<file path="src/rtl/sdclk_pkg.sv">
`timescale 1ns/1ps
package sdclk_pkg;

  // Strobes from the search control to the datapath
  typedef struct packed {
    logic start;   // latch inputs, set first candidate
    logic step;    // advance to next candidate
    logic finish;  // commit candidate to field and rate
  } srchStrobe_t;

endpackage

</file>
<file path="src/rtl/sdclk_div_ctrl.sv">
`timescale 1ns/1ps
module sdclk_div_ctrl
  import sdclk_pkg::*;
(
  input  logic        clk,
  input  logic        rst_n,
  input  logic        loadReq,
  input  logic        hit,
  input  logic        atLimit,
  output srchStrobe_t strobe,
  output logic        done
);

  typedef enum logic {S_IDLE, S_SEARCH} state_t;
  state_t state, stateNext;

  always_comb begin
    strobe    = '0;
    stateNext = state;
    unique case (state)
      S_IDLE: begin
        if (loadReq) begin
          strobe.start = 1'b1;
          stateNext    = S_SEARCH;
        end
      end
      S_SEARCH: begin
        if (hit || atLimit) begin
          strobe.finish = 1'b1;
          stateNext     = S_IDLE;
        end else begin
          strobe.step = 1'b1;
        end
      end
      default: stateNext = S_IDLE;
    endcase
  end

  always_ff @(posedge clk or negedge rst_n) begin
    if (!rst_n) begin
      state <= S_IDLE;
      done  <= 1'b0;
    end else begin
      state <= stateNext;
      done  <= strobe.finish;
    end
  end

endmodule

</file>
<file path="src/rtl/sdclk_div_path.sv">
`timescale 1ns/1ps
module sdclk_div_path
  import sdclk_pkg::*;
#(
  parameter int unsigned RATE_W     = 32,
  parameter int unsigned MAX_RATE   = 200_000_000,
  parameter int unsigned LIMIT_LOG2 = 8,
  parameter int unsigned FIELD_W    = 10
) (
  input  logic               clk,
  input  logic               rst_n,
  input  srchStrobe_t        strobe,
  input  logic               newMode,
  input  logic [RATE_W-1:0]  parentRate,
  input  logic [RATE_W-1:0]  reqRate,
  output logic               hit,
  output logic               atLimit,
  output logic [FIELD_W-1:0] divField,
  output logic [RATE_W-1:0]  busRate
);

  localparam int unsigned SH_W = $clog2(LIMIT_LOG2 + 1);
  localparam logic [RATE_W-1:0] MAX_Q = RATE_W'(MAX_RATE);
  localparam logic [SH_W-1:0] LIMIT_SH = SH_W'(LIMIT_LOG2);

  logic [RATE_W-1:0]  parentQ, reqQ, reqClamp, quotient;
  logic [SH_W-1:0]    shift, startShift;
  logic [FIELD_W-1:0] fieldOfShift;

  assign reqClamp   = (reqRate > MAX_Q) ? MAX_Q : reqRate;
  assign startShift = newMode ? SH_W'(0) : SH_W'(1);

  // Candidate is 1 << shift; division by it is a right shift
  assign quotient = parentQ >> shift;
  assign hit      = (quotient <= reqQ);
  assign atLimit  = (shift == LIMIT_SH);

  // Field = candidate >> 1
  assign fieldOfShift = (shift == '0) ? '0
                      : (FIELD_W'(1) << SH_W'(shift - SH_W'(1)));

  always_ff @(posedge clk or negedge rst_n) begin
    if (!rst_n) begin
      parentQ  <= '0;
      reqQ     <= '0;
      shift    <= '0;
      divField <= '0;
      busRate  <= '0;
    end else begin
      if (strobe.start) begin
        parentQ <= parentRate;
        reqQ    <= reqClamp;
        shift   <= startShift;
      end else if (strobe.step) begin
        shift <= shift + SH_W'(1);
      end
      if (strobe.finish) begin
        divField <= fieldOfShift;
        busRate  <= quotient;
      end
    end
  end

endmodule

</file>
<file path="src/rtl/sdclk_div_gen.sv">
`timescale 1ns/1ps
module sdclk_div_gen #(
  parameter int unsigned FIELD_W = 10
) (
  input  logic               clk,
  input  logic               rst_n,
  input  logic [FIELD_W-1:0] reqField,
  output logic               sdClk
);

  logic [FIELD_W-1:0] activeField, halfCnt;
  logic               divLevel, bypassSel, inBypass, halfEnd, changeReq;

  assign inBypass  = (activeField == '0);
  assign halfEnd   = (halfCnt == activeField - FIELD_W'(1));
  assign changeReq = (reqField != activeField);

  always_ff @(posedge clk or negedge rst_n) begin
    if (!rst_n) begin
      activeField <= '0;
      halfCnt     <= '0;
      divLevel    <= 1'b0;
    end else if (inBypass) begin
      if (changeReq) begin
        // leave pass-through: start with a full low phase
        activeField <= reqField;
        halfCnt     <= '0;
        divLevel    <= 1'b0;
      end
    end else if (halfEnd) begin
      halfCnt <= '0;
      if (!divLevel && changeReq) begin
        // end of a low phase: switch here, restart low
        activeField <= reqField;
        divLevel    <= 1'b0;
      end else begin
        divLevel <= ~divLevel;
      end
    end else begin
      halfCnt <= halfCnt + FIELD_W'(1);
    end
  end

  // Selector moves while the base clock is low and the divided level is low
  always_ff @(negedge clk or negedge rst_n) begin
    if (!rst_n) bypassSel <= 1'b0;
    else        bypassSel <= inBypass;
  end

  assign sdClk = bypassSel ? clk : divLevel;

endmodule

</file>
<file path="src/rtl/sdclk_divgen.sv">
`timescale 1ns/1ps
module sdclk_divgen
  import sdclk_pkg::*;
#(
  parameter int unsigned RATE_W     = 32,
  parameter int unsigned MAX_RATE   = 200_000_000,
  parameter int unsigned LIMIT_LOG2 = 8,
  parameter int unsigned FIELD_W    = 10
) (
  input  logic               clk,
  input  logic               rst_n,
  input  logic               loadReq,
  input  logic               newMode,
  input  logic [RATE_W-1:0]  parentRate,
  input  logic [RATE_W-1:0]  reqRate,
  output logic [FIELD_W-1:0] divField,
  output logic [15:0]        divRegBytes,
  output logic [RATE_W-1:0]  busRate,
  output logic               done,
  output logic               sdClk
);

  localparam int unsigned HI_W = FIELD_W - 8;

  srchStrobe_t strobe;
  logic        hit, atLimit;

  sdclk_div_ctrl u_ctrl (
    .clk(clk), .rst_n(rst_n), .loadReq(loadReq), .hit(hit),
    .atLimit(atLimit), .strobe(strobe), .done(done)
  );

  sdclk_div_path #(
    .RATE_W(RATE_W), .MAX_RATE(MAX_RATE),
    .LIMIT_LOG2(LIMIT_LOG2), .FIELD_W(FIELD_W)
  ) u_path (
    .clk(clk), .rst_n(rst_n), .strobe(strobe), .newMode(newMode),
    .parentRate(parentRate), .reqRate(reqRate), .hit(hit),
    .atLimit(atLimit), .divField(divField), .busRate(busRate)
  );

  sdclk_div_gen #(.FIELD_W(FIELD_W)) u_gen (
    .clk(clk), .rst_n(rst_n), .reqField(divField), .sdClk(sdClk)
  );

  // Low byte of field in [15:8], upper bits in [7:6]
  assign divRegBytes = {divField[7:0], divField[FIELD_W-1:8], (8-HI_W)'(0)};

endmodule

</file>
<file path="config.mk">
export PLATFORM = sky130hd
export DESIGN_NAME = sdclk_divgen
export DESIGN_NICKNAME = d
export VERILOG_FILES = /design/src/rtl/sdclk_pkg.sv /design/src/rtl/sdclk_div_ctrl.sv /design/src/rtl/sdclk_div_path.sv /design/src/rtl/sdclk_div_gen.sv /design/src/rtl/sdclk_divgen.sv
export SDC_FILE = /design/constraint.sdc
export NUM_CORES = 1
export LEC_CHECK = 0
export CELL_PAD_IN_SITES_DETAIL_PLACEMENT = 0
export CELL_PAD_IN_SITES_GLOBAL_PLACEMENT = 1
export CORE_ASPECT_RATIO = 0.9
export CORE_MARGIN = 5
export CORE_UTILIZATION = 47
export DETAILED_ROUTE_END_ITERATION = 10
export PLACE_DENSITY = 0.93
export SLEW_MARGIN = 25
export SYNTH_ARGS = -nofsm -noshare
export SYNTH_HDL_FRONTEND = slang
export SYNTH_HIERARCHICAL = 1
export SYNTH_SLANG_ARGS = --single-unit
</file>
<file path="constraint.sdc">
create_clock -name clk -period 11.6 [get_ports clk]
set_input_delay 2.32 -clock clk [delete_from_list [all_inputs] [get_ports clk]]
set_output_delay 2.32 -clock clk [all_outputs]
set_load 0.1 [all_outputs]
</file>
==> flow_metrics.env, run 1 <==
export IMPL_outcome="completed"
export IMPL_drc_errors=0
export IMPL_synth_top_cell_area_share_pct=39.2
export IMPL_async_flop_share_pct=100
export IMPL_area_growth_pct=21.7
export IMPL_start_kind="flip-flop"
export IMPL_yosys_register_bits=134
export IMPL_finalSetupViolCount=0
export IMPL_fp_dieH_um=138
export IMPL_synth_common_cells="dfrtp_1 (133), mux2_2 (71), nor2_1 (70), inv_1 (51), mux2i_1 (45)"
export IMPL_hold_viol_final=0
export IMPL_clock_latency_ps=530
export IMPL_grt_ovfl_total=0
export IMPL_finish_net_count=983
export IMPL_vias=6422
export IMPL_synthMostInstantiatedCell="dfrtp_1"
export IMPL_critPathCaptureType="primary output"
export IMPL_grt_usage_pct=21.1
export IMPL_netlist_cell_type_count=74
export IMPL_drtIter0Drc=387
export IMPL_routed_wl_um=21300
export IMPL_slew_viol_final=0
export IMPL_crit_type="reg2out"
export IMPL_rsz0062_at_grt="false"
export IMPL_arrival_ps=8020
export IMPL_grt_max_degree=83
export IMPL_design_die_area_sq_um=20900
export IMPL_coreArea_sq_um=17700
export IMPL_port_buffer_count=121
export IMPL_clock_skew_final_ps=12.7
export IMPL_instances_no_fill=1128
export IMPL_gp_congestion=0.884
export IMPL_grt_pass1_vias=6455
export IMPL_first_pass_iters=5
export IMPL_path_max_fanout=1
export IMPL_wl_per_cell_um=18.9
export IMPL_netlist_instances=784
export IMPL_relSlewSlack_pct=31.0
export IMPL_row_count=46
export IMPL_final_antenna_net_count=0
export IMPL_reg2reg_depth=5
export IMPL_vias_per_cell=5.69
export IMPL_synth_area_leaders="dfrtp_1 (39%), mux2_2 (9.4%), ha_1 (5.9%)"
export IMPL_cap_violations=0
export IMPL_yosysSeqAreaShare_pct=39.5
export IMPL_fill_cells=1483
export IMPL_setup_tns_ps=0
export IMPL_synth_top_area_cell="dfrtp_1"
export IMPL_place_hpwl_um=15400
export IMPL_dieWidth_um=152
export IMPL_synth_ff_type="dfrtp_1"
export IMPL_cts_tree="done"
export IMPL_cts_setup_buffers=0
export IMPL_cp_required_ps=9280
export IMPL_netlist_area_sq_um=8490
export IMPL_antenna_found_initial=0
export IMPL_ctsResizeCount=0
export IMPL_ys_warn_count=6
export IMPL_r2r_slack_ps=3600
export IMPL_hold_buffers=0
export IMPL_hold_depth=2
export IMPL_io_pin_count=128
export IMPL_start_util_pct=48.1
export IMPL_tightest_slew_ps=1040
export IMPL_synth_edff_count=0
export IMPL_antenna_cells=0
export IMPL_drive_above_1_share_pct=17.0
export IMPL_clkTransAtPathRegs_ps=60
export IMPL_grt_pass1_wl_um=33700
export IMPL_placedCellCount=1093
export IMPL_hold_path_class="reg2reg"
export IMPL_syn_area_per_cell_sq_um=10.8
## cells in the final DEF (no fill, tap or decap), types with 3 or more instances in the layout
cell             synthesis  final
mux4_2                  17     17
mux2i_1                 45     45
and2_1                   3      3
nand4_1                 12     12
clkdlybuf4s50_1          0    120
nand2_1                 39     39
nand2b_1                 6      6
or4_1                    3      3
a221oi_1                 3      3
nor4_1                   9      9
nor2b_1                 11     10
a211o_1                 13     13
clkbuf_16                0     20
a31oi_1                  5      4
o21ai_0                 15     15
nor3b_1                  3      3
nor2_1                  70     70
clkinv_2                 0      5
mux2_2                  71     71
inv_1                   51     51
nor3_1                   7      7
ha_1                    40     40
o32ai_2                  6      6
nand3_1                 16     16
o22ai_1                  3      3
o211ai_1                 7      7
xnor2_1                 11     11
o21ai_1                  7      7
mux4_1                  10     10
xor2_1                  15     15
conb_1                   1      6
a22o_1                  11     11
o21a_1                   4      3
a21oi_1                 28     28
buf_4                   19      8
dfrtp_1                133    132
clkinvlp_4               0      5
## per-layer routing
| layer | vias up | GRT usage (%) | routed length, um |
|---|---|---|---|
| li1 | 3020 | - | - |
| met1 | 3177 | 28.3 | 9540 |
| met2 | 199 | 33.9 | 10300 |
| met3 | 26 | 5.63 | 1170 |
| met4 | 0 | 6.29 | 271 |
| met5 | - | 0 | 0 |
## logic make-up after synthesis
family	count (synthesis)	share of synthesized area (%)
AOI/OAI and AO/OA	125	11.1
xor gates and xnor gates	26	2.68
adders and majority gates	40	5.89
buffers and inverters	115	6.66
DFF	134	39.5
muxes	143	22.3
other	1	0.0442
and+or+nand+nor	200	11.8
## worst max-delay path, stage by stage (launching register included)
cell	delay, ps
dfrtn_1	400
mux2_2	330
clkdlybuf4s50_1	970
## sequential cells by signal, summed over array words and instances (netlist names)
register,count
u_gen/divLevel,1
u_path/parentQ,32
u_gen/halfCnt,10
u_ctrl/state,1
u_path/divField,10
u_gen/bypassSel,1
u_ctrl/done,1
u_gen/activeField,10
u_path/busRate,32
u_path/reqQ,32
u_path/shift,4
## final timing paths
path | from | endpoint
worst max-delay path | u_gen/bypassSel | sdClk
worst min-delay path | u_path/reqQ[31] | u_path/reqQ[31]
worst max register to register | u_gen/activeField[0] | u_gen/bypassSel
worst min register to register | u_path/reqQ[31] | u_path/reqQ[31]
max in group asynchronous | rst_n | u_gen/bypassSel
min in group asynchronous | rst_n | u_path/parentQ[10]
## area by class of cell
class	instances	area (sq um)	area share [%]
flip-flops and latches	134	3360	32.5
well taps	240	300	2.91
inverters	51	191	1.85
multi-input cells	540	4610	44.6
clock buffers	23	518	5.01
clock inverters	13	110	1.07
repair buffers	127	1250	12.1
## metrics by stage
| step | hold WS, ps | area (sq um) | util (%) | worst slack, ps |
|---|---|---|---|---|
| after floorplan | 449 | 8510 | - | 2560 |
| after global placement | 464 | 9710 | 54.9 | 1830 |
| after detailed placement | 471 | 9710 | 54.9 | 1830 |
| after CTS | 485 | 10300 | 58.4 | 1230 |
| after global routing | 501 | 10300 | 58.5 | 1210 |
| final | 477 | 10300 | 58.5 | 1260 |
Power of run 1 is not shown: default switching activity piles up to over one toggle a cycle in this logic, so the estimate is an artifact.
==> run 2, diff against run 1 <==
HOLD_SLACK_MARGIN = 0.06   (was unset)
==> results of run 2 <==
No change in the layout: final DEF, timing and power equal those of run 1.
Power of run 2 is left out for the same reason.
